`src/rtl/horner_cubic_pipe.sv`:
```
module horner_cubic_pipe #(
  parameter int W = 18,
  localparam int STAGES = 3
) (
  input  logic         clk,
  input  logic         rst,
  input  logic         x_load,
  input  logic [W-1:0] x_in,
  input  logic         in_valid,
  input  logic [W-1:0] coef0,
  input  logic [W-1:0] coef1,
  input  logic [W-1:0] coef2,
  input  logic [W-1:0] coef3,
  output logic         out_valid,
  output logic [W-1:0] result
);

  logic [W-1:0] x_q;
  logic [W-1:0] acc1, acc2, acc3;
  logic [W-1:0] c1_d1, c0_d1, c0_d2;
  logic [STAGES-1:0] vld;

  always_ff @(posedge clk)
    if (x_load) x_q <= x_in;

  always_ff @(posedge clk) begin
    acc1  <= coef3 * x_q + coef2;
    c1_d1 <= coef1;
    c0_d1 <= coef0;
    acc2  <= acc1 * x_q + c1_d1;
    c0_d2 <= c0_d1;
    acc3  <= acc2 * x_q + c0_d2;
  end

  always_ff @(posedge clk)
    if (rst) vld <= '0;
    else     vld <= {vld[STAGES-2:0], in_valid};

  assign out_valid = vld[STAGES-1];
  assign result    = acc3;

endmodule

```
`config.mk`:
```
export PLATFORM = sky130hd
export DESIGN_NAME = horner_cubic_pipe
export DESIGN_NICKNAME = d
export VERILOG_FILES = /design/src/rtl/horner_cubic_pipe.sv
export SDC_FILE = /design/constraint.sdc
export NUM_CORES = 1
export LEC_CHECK = 0
export BUFFER_PORTS_ARGS = -buffer_cell sky130_fd_sc_hd__buf_2
export CORE_MARGIN = 1.5
export CORE_UTILIZATION = 55
export DETAILED_ROUTE_END_ITERATION = 7
export HOLD_SLACK_MARGIN = 0.02
export MAX_ROUTING_LAYER = met4
export PLACE_DENSITY = 0.78
export SLEW_MARGIN = 20
export SYNTH_ARGS = -nofsm -noshare
export SYNTH_HDL_FRONTEND = slang
export SYNTH_SLANG_ARGS = --single-unit
```
`constraint.sdc`:
```
create_clock -name clk -period 5.2 [get_ports clk]
set_input_delay 0.26 -clock clk [delete_from_list [all_inputs] [get_ports clk]]
set_output_delay 0.26 -clock clk [all_outputs]
set_load 0.05 [all_outputs]
```
==> impl_metrics.env, run 1 <==
export IMPL_status="finished, violations left"
export IMPL_violations="setup timing"
export IMPL_synth_most_common_cell="inv_1"
export IMPL_grt_overflow=0
export IMPL_worstSetupStartpointType="register"
export IMPL_period_minus_slack_ns=5.54
export IMPL_grt_pass1_wl_um=80200
export IMPL_io_buffers=112
export IMPL_insertion_delay_ns=0.45
export IMPL_nets=3085
export IMPL_cp_max_fo=5
export IMPL_clk_path_buf_depth=2
export IMPL_wl_met3_um=3670
export IMPL_htree_levels=4
export IMPL_skew_ns=0.0114
export IMPL_hold_end="x_q[6]$_DFFE_PP_"
export IMPL_wl_met2_um=26300
export IMPL_clk_pin_slew_worst_paths_ns=0.07
export IMPL_gp_congestion=0.932
export IMPL_r2r_end="acc2[16]$_DFF_P_"
export IMPL_synthTopCellsByArea="fa_1 (37%), ha_1 (12%), dfxtp_1 (11%), inv_1 (11%), and2_1 (9.5%)"
export IMPL_m1WireLength_um=20400
export IMPL_final_core_util_pct=68.0
export IMPL_stdcell_count=2911
export IMPL_tightest_slew_ns=0.766
export IMPL_yosysTopAreaCellShare_pct=37.3
export IMPL_period_share_pct=107
export IMPL_fill_cells=2557
export IMPL_ys_flop_type="dfxtp_1"
export IMPL_synth_area_um2=19800
export IMPL_netlist_cell_type_count=44
export IMPL_drt_iter0_drc=999
export IMPL_syn_inst=2145
export IMPL_yosys_warnings=0
export IMPL_fp_dieArea_um2=37100
export IMPL_grt_setup_unrepaired="yes"
export IMPL_viasPerCell=5.17
export IMPL_hold_viol=0
export IMPL_cts_buffers=17
export IMPL_cts_tree="built"
export IMPL_drc=0
export IMPL_slew_violations=0
export IMPL_highest_layer="met4"
export IMPL_crit_path_end_kind="register"
export IMPL_num_vias=15100
export IMPL_async_flop_share_pct=0
export IMPL_criticalPathCategory="reg2reg"
export IMPL_grt_pass1_vias=16100
export IMPL_r2r_setup_slack_ns=-0.34
export IMPL_cp_common_cell="fa_1"
export IMPL_synth_edff_count=18
export IMPL_worst_ep_arrival_time_ns=5.89
export IMPL_clock_sinks=129
export IMPL_num_rows=69
export IMPL_synth_seq_area_share_pct=14.0
export IMPL_first_pass_iters=5
export IMPL_drtAntennaViolNets=0
export IMPL_synth_top_area_cell="fa_1"
export IMPL_start_util_pct=55.8
export IMPL_avgRoutedWirePerCell_um=18.0
export IMPL_max_cap_viol_count=0
export IMPL_reg2reg_from="x_q[1]$_DFFE_PP_"
export IMPL_hold_slack_ns=0.0326
export IMPL_slew_headroom_pct=48.8
export IMPL_antenna_found_initial=0
export IMPL_dp_cells=2804
export IMPL_layout_drive_gt1_share_pct=18.3
export IMPL_syn_num_nets=2794
export IMPL_hpwl_um=39500
export IMPL_cts_root_buf="clkbuf_16"
export IMPL_hp_class="in2reg"
export IMPL_coreArea_um2=35500
export IMPL_avgSynthCellArea_um2=9.22
export IMPL_grt_usage_pct=29.2
export IMPL_setup_slack_ns=-0.341
export IMPL_setup_violations=15
export IMPL_die_x_um=193
export IMPL_crit_path_top_delay_cell="fa_1"
export IMPL_cp_slowest_stage_delay_ns=0.56
export IMPL_ys_seq_elements=129
export IMPL_reg2reg_depth=21
export IMPL_syn_to_final_growth_pct=21.9
export IMPL_required_ns=5.54
export IMPL_grt_max_degree=24
export IMPL_synthTopCellsByCount="inv_1 (576), fa_1 (369), and2_1 (300), nand2_1 (227), ha_1 (186)"
export IMPL_wl_um=52400
export IMPL_fmax_mhz=180
export IMPL_cp_cell_sequence="buf_6 -> buf_4 -> buf_8 -> and2_4 -> fa_2 -> fa_1 -> inv_2 -> fa_1 -> inv_2 -> fa_1 -> inv_1 -> fa_1 -> fa_1 -> inv_2 -> ha_4 -> a21o_1 -> a21oi_2 -> nand2_1 -> a21oi_2 -> or4_1 -> o311ai_1"
export IMPL_holdCritStartpoint="x_in[6]"
export IMPL_io_pins=113
export IMPL_dieHeight_um=193
export IMPL_holdPathStages=1
metrics by stage:
stage / TNS [ns] / setup WS (ns) / instance area (um2)
after floorplan: -0.00350 / -0.00350 / 19900
after global placement: -0.967 / -0.160 / 22100
after detailed placement: -2.04 / -0.258 / 22100
after CTS: -1.47 / -0.206 / 23300
after global routing: -5.02 / -0.493 / 24100
final: -2.70 / -0.341 / 24100
critical path, delay by kind of cell (launching register included):
family / cells / cell delay (ns)
buffers and inverters: 7 / 0.65
adder cells (fa/ha/maj): 7 / 3.15
AO/OA/AOI/OAI: 4 / 0.35
AND/OR/NAND/NOR: 3 / 0.78
flip-flops: 1 / 0.49
layer usage:
layer	vias up	global-route usage (%)
met3	153	5.02
met1	7546	35.2
met5	-	-
met4	0	10.8
li1	6763	-
met2	600	49.0
sequential cells by signal, indices dropped and copies added, names as in the netlist:
register / count
x_q: 18
vld: 3
c0_d1: 18
result: 18
c0_d2: 18
acc2: 18
c1_d1: 18
acc1: 18
cell families (layout without fill, tap and decap cells):
family / count (synthesis) / after routing / synth area share [%]
AOI/OAI and AO/OA: 86 / 86 / 2.88
xor gates and xnor gates: 132 / 132 / 6.19
adders and majority gates: 555 / 555 / 49.1
buffers and inverters: 650 / 954 / 12.3
DFF: 129 / 129 / 14.0
other: 0 / 1 / 0
and+or+nand+nor: 593 / 593 / 15.5
timing repair:
action / CTS / global route
pin swaps: 6 / 57
gates resized for setup: 23 / 127
hold buffers: 50 / 2
gates cloned: 0 / 5
endpoints found under the setup margin: 14 / 24
buffers inserted: 3 / 14
endpoints found under the hold margin: 52 / 2
layout by cell type (no fill, tap or decap), types with 5 or more instances in the layout:
cell type | netlist | routed
fa_1 | 369 | 352
and2_4 | 0 | 14
o21a_1 | 10 | 9
nand2_1 | 227 | 224
fa_2 | 0 | 17
clkbuf_16 | 0 | 21
nor2_1 | 24 | 20
ha_4 | 0 | 26
nor3_2 | 0 | 5
dfxtp_1 | 111 | 110
a21o_1 | 10 | 10
o21ai_0 | 13 | 5
xor2_1 | 25 | 25
a21oi_1 | 24 | 10
nor2b_1 | 10 | 9
xnor2_1 | 102 | 99
buf_6 | 0 | 11
buf_4 | 0 | 146
buf_12 | 0 | 20
buf_2 | 1 | 112
a21oi_2 | 0 | 11
nor3_1 | 12 | 7
dlygate4sd3_1 | 0 | 52
ha_1 | 186 | 158
and2_1 | 300 | 286
inv_2 | 0 | 19
inv_1 | 576 | 557
edfxtp_1 | 18 | 18
clkinv_4 | 0 | 5
final cells by class:
cell class                 instances  area [um2]  area share, %
sequential                       129        2760           11.5
clock inverter                    12         125          0.519
antenna                            1        2.50         0.0104
timing repair buffer             346        2820           11.7
clock buffer                      20         447           1.85
multi-input combinational       1366       15200           63.1
tap                              461         577           2.39
inverter                         576        2160           8.96
how the worst max path moves through the flow:
stage / start / endpoint / slack (ns)
floorplan: x_q[4]$_DFFE_PP_ / acc1[17]$_DFF_P_ / -0.004
global placement: x_q[0]$_DFFE_PP_ / acc2[17]$_DFF_P_ / -0.16
detailed placement: x_q[0]$_DFFE_PP_ / acc2[15]$_DFF_P_ / -0.26
CTS: x_q[0]$_DFFE_PP_ / acc2[16]$_DFF_P_ / -0.21
global route: x_q[1]$_DFFE_PP_ / acc2[16]$_DFF_P_ / -0.49
finish: x_q[1]$_DFFE_PP_ / acc2[16]$_DFF_P_ / -0.34
Power of run 1 is left out: the tool's default activity adds up to more than one toggle a clock period on the data nets, which glitch-free logic cannot reach.
==> inputs of run 2 (changes only) <==
ABC_CLOCK_PERIOD_IN_PS = 6200   (was default)
PLACE_DENSITY = 0.75   (was 0.78)
clock period = 6.2 ns   (was 5.2 ns; I/O delays follow)
==> run 2 against run 1 <==
The flow now finishes without violations. Wire length shrank 9.3%. Worst setup slack better by 0.60 ns. Via count down 6.8%. Clock skew rose by 0.0060 ns. Sequential share of layout area is 1.2 points higher. First-iteration DRC count decreased by 12%. Non-clock buffer count shrank 168. Maximum frequency shrank 6.8%. Final area shrank 9.4%.
==> impl_metrics.env, run 2 (synthesis results as in run 1) <==
export IMPL_fmax_mhz=168
export IMPL_diodes=0
export IMPL_slew_violations=0
export IMPL_cts_tree="built"
export IMPL_io_pins=113
export IMPL_first_pass_iters=6
export IMPL_grt_setup_unrepaired="no"
export IMPL_layout_drive_gt1_share_pct=7.63
export IMPL_gp_congestion=0.933
export IMPL_syn_to_final_growth_pct=10.5
export IMPL_drt_iter0_drc=881
export IMPL_clk_pin_slew_worst_paths_ns=0.07
export IMPL_status="complete, no violations"
export IMPL_period_minus_slack_ns=5.95
export IMPL_tightest_slew_ns=0.840
export IMPL_cts_buffers=17
export IMPL_die_x_um=193
export IMPL_postCtsHoldBufs=40
export IMPL_post_cts_setup_buffers=0
export IMPL_wl_met3_um=3220
export IMPL_grt_pass1_wl_um=77800
export IMPL_period_share_pct=95.9
export IMPL_clock_sinks=129
export IMPL_grt_pass1_vias=15400
export IMPL_htree_levels=4
export IMPL_reg2reg_from="x_q[1]$_DFFE_PP_"
export IMPL_num_rows=69
export IMPL_avgRoutedWirePerCell_um=17.3
export IMPL_fp_dieArea_um2=37100
export IMPL_hold_viol=0
export IMPL_grt_overflow=0
export IMPL_grt_max_degree=42
export IMPL_skew_ns=0.0174
export IMPL_antenna_found_initial=0
export IMPL_wl_met2_um=23100
export IMPL_hold_slack_ns=0.0423
export IMPL_worstSetupStartpointType="register"
export IMPL_drc=0
export IMPL_r2r_end="result[17]$_DFF_P_"
export IMPL_ctsResizeCount=0
export IMPL_highest_layer="met4"
export IMPL_start_util_pct=55.8
export IMPL_crit_path_end_kind="register"
export IMPL_drtAntennaViolNets=0
export IMPL_criticalPathCategory="reg2reg"
export IMPL_cp_max_fo=26
export IMPL_coreArea_um2=35500
export IMPL_finalSetupTns_ns=0
export IMPL_final_common_cell="inv_1"
export IMPL_setup_violations=0
export IMPL_io_buffers=112
export IMPL_max_cap_viol_count=0
export IMPL_clk_path_buf_depth=2
export IMPL_hold_end="x_q[8]$_DFFE_PP_"
export IMPL_required_ns=6.53
export IMPL_layout_common_cells="inv_1 (576), fa_1 (369), and2_1 (300)"
export IMPL_r2r_setup_slack_ns=0.25
export IMPL_holdPathStages=1
export IMPL_hpwl_um=37000
export IMPL_holdCritStartpoint="x_in[8]"
export IMPL_m1WireLength_um=20000
export IMPL_insertion_delay_ns=0.45
export IMPL_wl_um=47500
export IMPL_cts_root_buf="clkbuf_16"
export IMPL_viasPerCell=5.12
export IMPL_hp_class="in2reg"
export IMPL_slew_headroom_pct=44.0
export IMPL_dieHeight_um=193
export IMPL_num_vias=14000
export IMPL_nets=2917
export IMPL_worst_ep_arrival_time_ns=6.28
export IMPL_grt_usage_pct=28.4
export IMPL_reg2reg_depth=19
==> run 2: cell types whose count changed in the layout (fill, tap and decap cells not counted), moves of 16 or more <==
cell    change
fa_2       -17
buf_12     -16
ha_4       -26
buf_4     -124
ha_1       +28
inv_2      -19
inv_1      +19
fa_1       +17
==> run 2: cell type report <==
type	count	area, um2
multi-input cells	1366	14600
clock buffers	20	478
repair buffers	178	1210
flip-flops and latches	129	2760
fillers	2926	13600
inverters	576	2160
well taps	461	577
clock inverters	12	91.3
==> run 2: worst max-delay path by stage <==
stage	cells past startpoint	slack (ns)	to	from
floorplan	20	0.54	acc1[17]$_DFF_P_	x_q[1]$_DFFE_PP_
CTS	19	0.31	result[17]$_DFF_P_	x_q[1]$_DFFE_PP_
detailed placement	19	0.36	result[17]$_DFF_P_	x_q[1]$_DFFE_PP_
finish	19	0.25	result[17]$_DFF_P_	x_q[1]$_DFFE_PP_
global placement	19	0.47	acc1[17]$_DFF_P_	x_q[0]$_DFFE_PP_
global route	19	0.02	result[17]$_DFF_P_	x_q[1]$_DFFE_PP_
==> run 2: metrics by stage <==
step | instances | worst slack [ns] | cell area, um2 | util [%]
after floorplan | 2145 | 0.543 | 19800 | -
after global placement | 2670 | 0.472 | 20900 | 58.9
after detailed placement | 2670 | 0.362 | 20900 | 58.9
after CTS | 2742 | 0.314 | 21900 | 61.6
after global routing | 2742 | 0.0161 | 21900 | 61.6
final | 2742 | 0.254 | 21900 | 61.6
==> run 2: worst max-delay path: stages (launching register included) <==
cell and delay, ns:
edfxtp_1 0.69, buf_4 0.42, nand2_1 0.14, fa_1 0.51
inv_1 0.06, fa_1 0.53, inv_1 0.06, fa_1 0.47
inv_1 0.05, fa_1 0.50, inv_1 0.05, fa_1 0.49
fa_1 0.49, inv_1 0.04, ha_1 0.37, o2111ai_1 0.16
o21bai_1 0.22, a31oi_1 0.29, a31oi_1 0.14, xnor2_1 0.14
==> run 2: per-layer routing <==
metal	global-route usage, %	vias up
li1	-	6422
met1	35.8	7020
met2	46.6	501
met3	4.80	93
met4	8.88	0
met5	-	-
Power of run 2 is left out for the same reason.
